## src/rtl/cfg_seq_pkg.sv

```systemverilog
package cfg_seq_pkg;

  typedef enum logic [2:0] {
    StIdle,
    StPrep,
    StRead,
    StReadChk,
    StWrite,
    StWriteChk,
    StFinish
  } seqState_t;

  // Strobes from control to datapath
  typedef struct packed {
    logic latchReq;     // capture the incoming request
    logic captureWord;  // capture the backend read word
    logic clrAbort;     // clear the sticky abort flag
  } dpStrobe_t;

endpackage

```

## src/rtl/cfg_seq_datapath.sv

```systemverilog
module cfg_seq_datapath
  import cfg_seq_pkg::*;
#(
  parameter int DataW     = 32,
  parameter int DevBits   = 5,
  parameter int FuncBits  = 3,
  parameter int OffBits   = 8,
  parameter int SizeBits  = 3,
  parameter int SelBase   = 13,
  parameter int MaxDev    = 18,
  parameter int HostSlot  = 3,
  parameter int SpaceBits = 20
) (
  input  logic                 clk,
  input  logic                 rstN,
  input  dpStrobe_t            strobe,
  input  logic                 reqWrite,
  input  logic                 reqLocal,
  input  logic [DevBits-1:0]   reqDev,
  input  logic [FuncBits-1:0]  reqFunc,
  input  logic [OffBits-1:0]   reqOffset,
  input  logic [SizeBits-1:0]  reqSize,
  input  logic [DataW-1:0]     reqWdata,
  input  logic                 busAbort,
  input  logic [DataW-1:0]     busRdata,
  output logic                 reqRefused,
  output logic                 isWrite,
  output logic                 abortFlag,
  output logic [SpaceBits-1:0] busAddr,
  output logic [DataW-1:0]     busWdata,
  output logic [DataW-1:0]     laneData
);

  localparam int FullW     = SelBase + MaxDev + 1;
  localparam int MaxBytes  = DataW / 8;
  localparam int LaneBits  = $clog2(MaxBytes);
  localparam int ShiftBits = $clog2(DataW);

  // Request address decode
  logic [FullW-1:0] selBit;
  logic [FullW-1:0] reqAddr;
  logic             devTooHigh;
  logic             outOfSpace;
  logic             hostHit;

  always_comb begin
    selBit = '0;
    for (int d = 0; d <= MaxDev; d++) begin
      if (reqDev == DevBits'(d)) selBit[SelBase + d] = 1'b1;
    end
  end

  assign reqAddr    = selBit
                    | (FullW'(reqFunc) << OffBits)
                    | FullW'({reqOffset[OffBits-1:LaneBits], {LaneBits{1'b0}}});
  assign devTooHigh = (int'(reqDev) > MaxDev);
  assign outOfSpace = |reqAddr[FullW-1:SpaceBits];
  assign hostHit    = (reqDev == DevBits'(HostSlot)) && !reqLocal;
  assign reqRefused = devTooHigh || outOfSpace || hostHit;

  // Latched request
  logic [SpaceBits-1:0] addrR;
  logic [LaneBits-1:0]  laneR;
  logic [SizeBits-1:0]  sizeR;
  logic                 writeR;
  logic [DataW-1:0]     wdataR;
  logic [DataW-1:0]     wordR;
  logic                 abortR;

  always_ff @(posedge clk) begin
    if (!rstN) begin
      addrR  <= '0;
      laneR  <= '0;
      sizeR  <= '0;
      writeR <= 1'b0;
      wdataR <= '0;
    end else if (strobe.latchReq) begin
      addrR  <= reqAddr[SpaceBits-1:0];
      laneR  <= reqOffset[LaneBits-1:0];
      sizeR  <= reqSize;
      writeR <= reqWrite;
      wdataR <= reqWdata;
    end
  end

  always_ff @(posedge clk) begin
    if (!rstN)                   wordR <= '0;
    else if (strobe.captureWord) wordR <= busRdata;
  end

  // Sticky abort flag; a clear wins over a same-cycle abort
  always_ff @(posedge clk) begin
    if (!rstN)                abortR <= 1'b0;
    else if (strobe.clrAbort) abortR <= 1'b0;
    else                      abortR <= abortR | busAbort;
  end

  // Lane mask and merge
  logic [DataW-1:0]     laneMask;
  logic [ShiftBits-1:0] byteShift;

  always_comb begin
    if (sizeR == '0 || int'(sizeR) > MaxBytes) laneMask = '1;
    else laneMask = {DataW{1'b1}} >> (8 * (MaxBytes - int'(sizeR)));
  end

  assign byteShift = {laneR, 3'b000};
  assign busWdata  = (wordR & ~(laneMask << byteShift))
                   | ((wdataR & laneMask) << byteShift);
  assign laneData  = (wordR >> byteShift) & laneMask;
  assign busAddr   = addrR;
  assign isWrite   = writeR;
  assign abortFlag = abortR;

  AST_ABORT_STICKY: assert property (@(posedge clk) disable iff (!rstN)
    (abortFlag && !strobe.clrAbort) |=> abortFlag);

endmodule

```

## src/rtl/cfg_seq_ctrl.sv

```systemverilog
module cfg_seq_ctrl
  import cfg_seq_pkg::*;
(
  input  logic      clk,
  input  logic      rstN,
  input  logic      reqValid,
  input  logic      reqRefused,
  input  logic      isWrite,
  input  logic      abortFlag,
  input  logic      busAck,
  output dpStrobe_t strobe,
  output logic      busReq,
  output logic      busWrite,
  output logic      cfgMode,
  output logic      busy,
  output logic      doneValid,
  output logic      doneNotFound
);

  seqState_t state, stateNext;
  logic      notFoundR, notFoundNext;
  logic      accept;

  assign accept = (state == StIdle) && reqValid;

  always_comb begin
    stateNext    = state;
    notFoundNext = notFoundR;
    unique case (state)
      StIdle: begin
        if (reqValid) begin
          notFoundNext = reqRefused;
          stateNext    = reqRefused ? StFinish : StPrep;
        end
      end
      StPrep:   stateNext = StRead;
      StRead:   if (busAck) stateNext = StReadChk;
      StReadChk: begin
        if (abortFlag) begin
          notFoundNext = 1'b1;
          stateNext    = StFinish;
        end else begin
          stateNext = isWrite ? StWrite : StFinish;
        end
      end
      StWrite:  if (busAck) stateNext = StWriteChk;
      StWriteChk: begin
        if (abortFlag) notFoundNext = 1'b1;
        stateNext = StFinish;
      end
      StFinish: stateNext = StIdle;
      default:  stateNext = StIdle;
    endcase
  end

  always_ff @(posedge clk) begin
    if (!rstN) begin
      state     <= StIdle;
      notFoundR <= 1'b0;
    end else begin
      state     <= stateNext;
      notFoundR <= notFoundNext;
    end
  end

  always_comb begin
    strobe.latchReq    = accept;
    strobe.captureWord = (state == StRead) && busAck;
    strobe.clrAbort    = (state == StPrep)
                      || (((state == StReadChk) || (state == StWriteChk)) && abortFlag);
  end

  assign busReq       = (state == StRead) || (state == StWrite);
  assign busWrite     = (state == StWrite);
  assign cfgMode      = (state != StIdle) && (state != StFinish);
  assign busy         = (state != StIdle);
  assign doneValid    = (state == StFinish);
  assign doneNotFound = doneValid && notFoundR;

  AST_BUS_IN_CFG: assert property (@(posedge clk) disable iff (!rstN)
    busReq |-> cfgMode);

  AST_IDLE_MEM_MODE: assert property (@(posedge clk) disable iff (!rstN)
    (!busy || doneValid) |-> !cfgMode);

  AST_REFUSED_NO_BUS: assert property (@(posedge clk) disable iff (!rstN)
    (accept && reqRefused) |=> (doneValid && doneNotFound && !busReq));

  AST_RD_ABORT_NF: assert property (@(posedge clk) disable iff (!rstN)
    ((state == StReadChk) && abortFlag) |=> (doneValid && doneNotFound));

  AST_WR_ABORT_NF: assert property (@(posedge clk) disable iff (!rstN)
    ((state == StWriteChk) && abortFlag) |=> (doneValid && doneNotFound));

  AST_WRITE_FOLLOWS_READ: assert property (@(posedge clk) disable iff (!rstN)
    $rose(busWrite) |-> $past(state == StReadChk));

  AST_DONE_PULSE: assert property (@(posedge clk) disable iff (!rstN)
    doneValid |=> (!doneValid && !busy));

endmodule

```

## src/rtl/cfg_access_seq.sv

```systemverilog
module cfg_access_seq
  import cfg_seq_pkg::*;
#(
  parameter int DataW     = 32,
  parameter int DevBits   = 5,
  parameter int FuncBits  = 3,
  parameter int OffBits   = 8,
  parameter int SizeBits  = 3,
  parameter int SelBase   = 13,
  parameter int MaxDev    = 18,
  parameter int HostSlot  = 3,
  parameter int SpaceBits = 20
) (
  input  logic                 clk,
  input  logic                 rstN,
  input  logic                 reqValid,
  input  logic                 reqWrite,
  input  logic                 reqLocal,
  input  logic [DevBits-1:0]   reqDev,
  input  logic [FuncBits-1:0]  reqFunc,
  input  logic [OffBits-1:0]   reqOffset,
  input  logic [SizeBits-1:0]  reqSize,
  input  logic [DataW-1:0]     reqWdata,
  output logic                 busy,
  output logic                 doneValid,
  output logic                 doneNotFound,
  output logic [DataW-1:0]     doneRdata,
  output logic                 cfgMode,
  output logic                 busReq,
  output logic                 busWrite,
  output logic [SpaceBits-1:0] busAddr,
  output logic [DataW-1:0]     busWdata,
  input  logic                 busAck,
  input  logic [DataW-1:0]     busRdata,
  input  logic                 busAbort
);

  dpStrobe_t        strobe;
  logic             reqRefused;
  logic             isWrite;
  logic             abortFlag;
  logic [DataW-1:0] laneData;

  cfg_seq_ctrl u_ctrl (
    .clk          (clk),
    .rstN         (rstN),
    .reqValid     (reqValid),
    .reqRefused   (reqRefused),
    .isWrite      (isWrite),
    .abortFlag    (abortFlag),
    .busAck       (busAck),
    .strobe       (strobe),
    .busReq       (busReq),
    .busWrite     (busWrite),
    .cfgMode      (cfgMode),
    .busy         (busy),
    .doneValid    (doneValid),
    .doneNotFound (doneNotFound)
  );

  cfg_seq_datapath #(
    .DataW     (DataW),
    .DevBits   (DevBits),
    .FuncBits  (FuncBits),
    .OffBits   (OffBits),
    .SizeBits  (SizeBits),
    .SelBase   (SelBase),
    .MaxDev    (MaxDev),
    .HostSlot  (HostSlot),
    .SpaceBits (SpaceBits)
  ) u_dp (
    .clk        (clk),
    .rstN       (rstN),
    .strobe     (strobe),
    .reqWrite   (reqWrite),
    .reqLocal   (reqLocal),
    .reqDev     (reqDev),
    .reqFunc    (reqFunc),
    .reqOffset  (reqOffset),
    .reqSize    (reqSize),
    .reqWdata   (reqWdata),
    .busAbort   (busAbort),
    .busRdata   (busRdata),
    .reqRefused (reqRefused),
    .isWrite    (isWrite),
    .abortFlag  (abortFlag),
    .busAddr    (busAddr),
    .busWdata   (busWdata),
    .laneData   (laneData)
  );

  always_comb begin
    if (!doneValid)        doneRdata = '0;
    else if (doneNotFound) doneRdata = '1;
    else if (isWrite)      doneRdata = '0;
    else                   doneRdata = laneData;
  end

  AST_NF_ALL_ONES: assert property (@(posedge clk) disable iff (!rstN)
    doneNotFound |-> (doneRdata == '1));

endmodule

```

## config.mk

```make
export PLATFORM = sky130hd
export DESIGN_NAME = cfg_access_seq
export DESIGN_NICKNAME = d
export VERILOG_FILES = /design/src/rtl/cfg_seq_pkg.sv /design/src/rtl/cfg_seq_datapath.sv /design/src/rtl/cfg_seq_ctrl.sv /design/src/rtl/cfg_access_seq.sv
export SDC_FILE = /design/constraint.sdc
export NUM_CORES = 1
export LEC_CHECK = 0
export BUFFER_PORTS_ARGS = -buffer_cell sky130_fd_sc_hd__buf_2
export CORE_ASPECT_RATIO = 0.75
export CORE_UTILIZATION = 30
export CTS_BUF_LIST = sky130_fd_sc_hd__clkbuf_16
export DETAILED_ROUTE_END_ITERATION = 12
export GPL_TIMING_DRIVEN = 0
export HOLD_SLACK_MARGIN = 0.08
export SLEW_MARGIN = 20
export SYNTH_ARGS = -nofsm -noshare
export SYNTH_HDL_FRONTEND = slang
export SYNTH_SLANG_ARGS = --single-unit
export TNS_END_PERCENT = 10
```

## constraint.sdc

```tcl
create_clock -name clk -period 1.87 [get_ports clk]
set_input_delay 0 -clock clk [delete_from_list [all_inputs] [get_ports clk]]
set_output_delay 0 -clock clk [all_outputs]
set_load 0.01 [all_outputs]
```

==> impl_metrics.json <==
{
  "status": "finished, violations left",
  "violations": "setup timing",
  "grt_max_degree": 16,
  "track_usage_pct": 24.08,
  "vdd_drop_max_uv": 545.9,
  "fin_crit_ns": 2.460,
  "ant_nets": 0,
  "min_period_over_period_pct": 131.6,
  "grt_pass1_vias": 5722,
  "intPower_w": 0.005182,
  "root_buffer": "clkbuf_16",
  "vias": 6038,
  "antennaDiodeCount": 0,
  "cts_max_path_buffers": 2,
  "seqPwrFrac_pct": 30.6,
  "timing.final.ws_setup_ns": -0.5902,
  "worstSetupPathType": "reg -> out",
  "final_cells": 1170,
  "antenna_found_initial": 0,
  "cts_tree": "done",
  "yosysWarnings": 0,
  "ctsHtreeMaxLevel": 3,
  "coreArea_mm2": 0.01688,
  "dp_cells": 1053,
  "slew_headroom_pct": 56.65,
  "fmax_ghz": 0.4065,
  "hold_path.class": "in -> reg",
  "drt_iter0_markers": 475,
  "synthCells": 661,
  "combPwrFrac_pct": 46.8,
  "crit_fanout": 8,
  "stdcell_area_mm2": 0.008056,
  "cp-startpoint": "u_dp.sizeR[0]$_SDFFE_PN0P_",
  "cts_buffers": 9,
  "syn_area_per_cell_um2": 7.861,
  "rows": 41,
  "synth_seq_area_share_pct": 35.06,
  "drcViolationCount": 0,
  "tightest_slew_ns": 0.6502,
  "initial_core_util_pct": 30.79,
  "synth-async-reset-ratio_pct": 0,
  "clk_pin_slew_ns": 0.07,
  "power_leakage_nw": 3.478,
  "crit_path_start_kind": "flip-flop",
  "cp-end-kind": "output pin",
  "finalSetupViolCount": 64,
  "floorplan.die_area_mm2": 0.01786,
  "arrival_ns": 2.46,
  "num_io_pins": 180,
  "switchingPower_w": 0.003662,
  "fp.dieH_um": 116.0,
  "cap_viol_max_count": 0,
  "via_per_inst": 5.161,
  "io_buffers": 174,
  "nNetsFinal": 1041,
  "drive_gt1_share_pct": 31.62,
  "wl_um": 21290,
  "postLayoutCoreUtil_pct": 47.74,
  "synth.distinct_cells": 57,
  "placed_area_mm2": 0.006385,
  "routabilityCongestion": 0.9367,
  "finalPower_w": 0.008845,
  "dr.pass1.iters": 5,
  "dieWidth_um": 154.0,
  "grt_pass1_wl_um": 32090,
  "slew_viol_final": 0,
  "powerDensity_mw_per_mm2": 1098,
  "synth_ff_type": "dfxtp_1",
  "rrSetupSlack_ns": 0.11,
  "clk_latency_ns": 0.35,
  "fin_skew_ns": 0.002738,
  "syn_to_final_growth_pct": 55.04,
  "clock_power_share_pct": 22.6,
  "critPathRequiredTime_ns": 1.87,
  "syn_area_mm2": 0.005196,
  "gr-total-overflow": 0,
  "sw_frac_of_total_pct": 41.41,
  "synth_edf_count": 0,
  "rsz0062_at_grt": "true",
  "post-dp-hpwl_um": 15630,
  "synth-seq-cells": 91,
  "hold_violations": 0,
  "cts.sinks": 91,
  "worstHoldStart": "rstN",
  "r2r-start": "u_ctrl.state[2]$_SDFFE_PN0P_",
  "wl_per_cell_um": 18.19
}
==> logic make-up after synthesis <==
| kind of cell | after synthesis | share of synthesized area (%) |
|---|---|---|
| multiplexers | 32 | 6.357 |
| flip-flops | 91 | 35.06 |
| AND/OR/NAND/NOR | 262 | 21.91 |
| adder cells (fa/ha/maj) | 2 | 0.4334 |
| other | 1 | 0.07217 |
| AO/OA/AOI/OAI | 206 | 30.03 |
| buffers and inverters | 65 | 5.659 |
| XOR/XNOR | 2 | 0.4817 |
==> synthesized netlist by cell type (2+ instances only) <==
library cell  number  area (um^2)
a211o_1            8        70.07
a211oi_1           9        67.56
a21boi_0          30        225.2
a21boi_1          57        427.9
a21o_1             8        60.06
a21oi_1           19        95.09
a221o_1           25        250.2
a31oi_1            8        50.05
and2_1             3        18.77
buf_2             22        110.1
buf_4              4        30.03
clkbuf_1          29        108.9
dfxtp_1           91         1822
inv_1              7        26.28
mux2_2             8        90.09
mux2i_1           24        240.2
nand2_1          187        701.9
nand2b_1           4        25.02
nand3_1            9        45.04
nand4_1            2        12.51
nor2_1            26        97.59
nor2b_1           12        75.07
nor3_1             6        30.03
nor3_2             2        20.02
nor3b_1            3        22.52
o21ai_0           13        65.06
o21ai_1            8        40.04
o2bb2ai_1          8        70.07
==> what timing repair did <==
action                                  CTS  global route
endpoints found under the setup margin   76            98
pin swaps                                 7            11
resized for setup                        54            41
buffers inserted                         10             5
endpoints found under the hold margin    90             0
hold buffers                             90             0
==> layer usage <==
layer	up-vias	wire length (um)	track usage (%)
met1	2877	9809	32.71
met2	231	9521	38.55
li1	2895	-	-
met4	0	437	7.867
met5	-	0	0
met3	35	1517	4.600
==> sequential cells by signal (all words and copies together), names as in the netlist <==
register          count
u_ctrl.notFoundR      1
u_ctrl.state          3
u_dp.abortFlag        1
u_dp.busAddr         16
u_dp.isWrite          1
u_dp.laneR            2
u_dp.sizeR            3
u_dp.wdataR          32
u_dp.wordR           32
==> worst paths after layout <==
kind	depth (start not counted)	to
min reg2reg	2	u_dp.busAddr[16]$_SDFFE_PN0P_
min	3	u_ctrl.state[2]$_SDFFE_PN0P_
max reg2reg	6	u_dp.wdataR[25]$_SDFFE_PN0P_
max	9	busWdata[29]
==> metrics by stage <==
stage	TNS (ns)	setup WS, ns	hold WS, ns
after floorplan	-0.5093	-0.06366	0.1273
after global placement	-16.68	-0.4342	0.2442
after detailed placement	-15.70	-0.4152	0.2477
after CTS	-20.73	-0.5416	0.1964
after global routing	-26.71	-0.6371	0.2429
final	-21.97	-0.5902	0.1940
==> final cells by class <==
class	instances	area (um^2)
fill	1663	8821
clock inverter	7	92.59
timing repair buffer	279	1913
tap	215	269.0
inverter	8	35.03
multi-input combinational	508	3383
buffer	53	312.8
sequential	91	1826
clock buffer	9	225.2
==> power by group through the flow <==
stage / clock network (W) / registers (W) / logic, W
after global placement: 0 / 0.00271 / 0.00341
final: 0.00200 / 0.00271 / 0.00414
after global routing: 0.00211 / 0.00274 / 0.00450
after floorplan: 0 / 0.00255 / 0.00228
after detailed placement: 0 / 0.00271 / 0.00343
after CTS: 0.00203 / 0.00268 / 0.00393
==> placed cells by master (no fill, tap or decap), types with 6 or more instances in the layout <==
cell	instances
o2bb2ai_2	6
a21boi_1	57
inv_1	6
a21oi_1	14
a211o_1	8
nand2_1	181
o21ai_1	6
buf_6	7
o21ai_0	12
mux2i_1	21
clkbuf_1	22
a21boi_0	30
dlygate4sd3_1	90
dfxtp_1	88
a211oi_1	8
a221o_1	24
nand3_1	8
buf_4	24
a21o_1	8
nor2_1	19
nor2b_1	11
clkbuf_16	9
a31oi_1	8
buf_2	181
==> critical path: stages, from the launching register on <==
cell and delay (ns):
dfxtp_2 0.34, buf_6 0.11, inv_4 0.04, ha_4 0.20, or4b_4 0.52, o211ai_4 0.21
buf_12 0.16, o2bb2ai_2 0.05, a221o_1 0.31, buf_2 0.16
No activity file was read; power rests on OpenSTA's default activity.
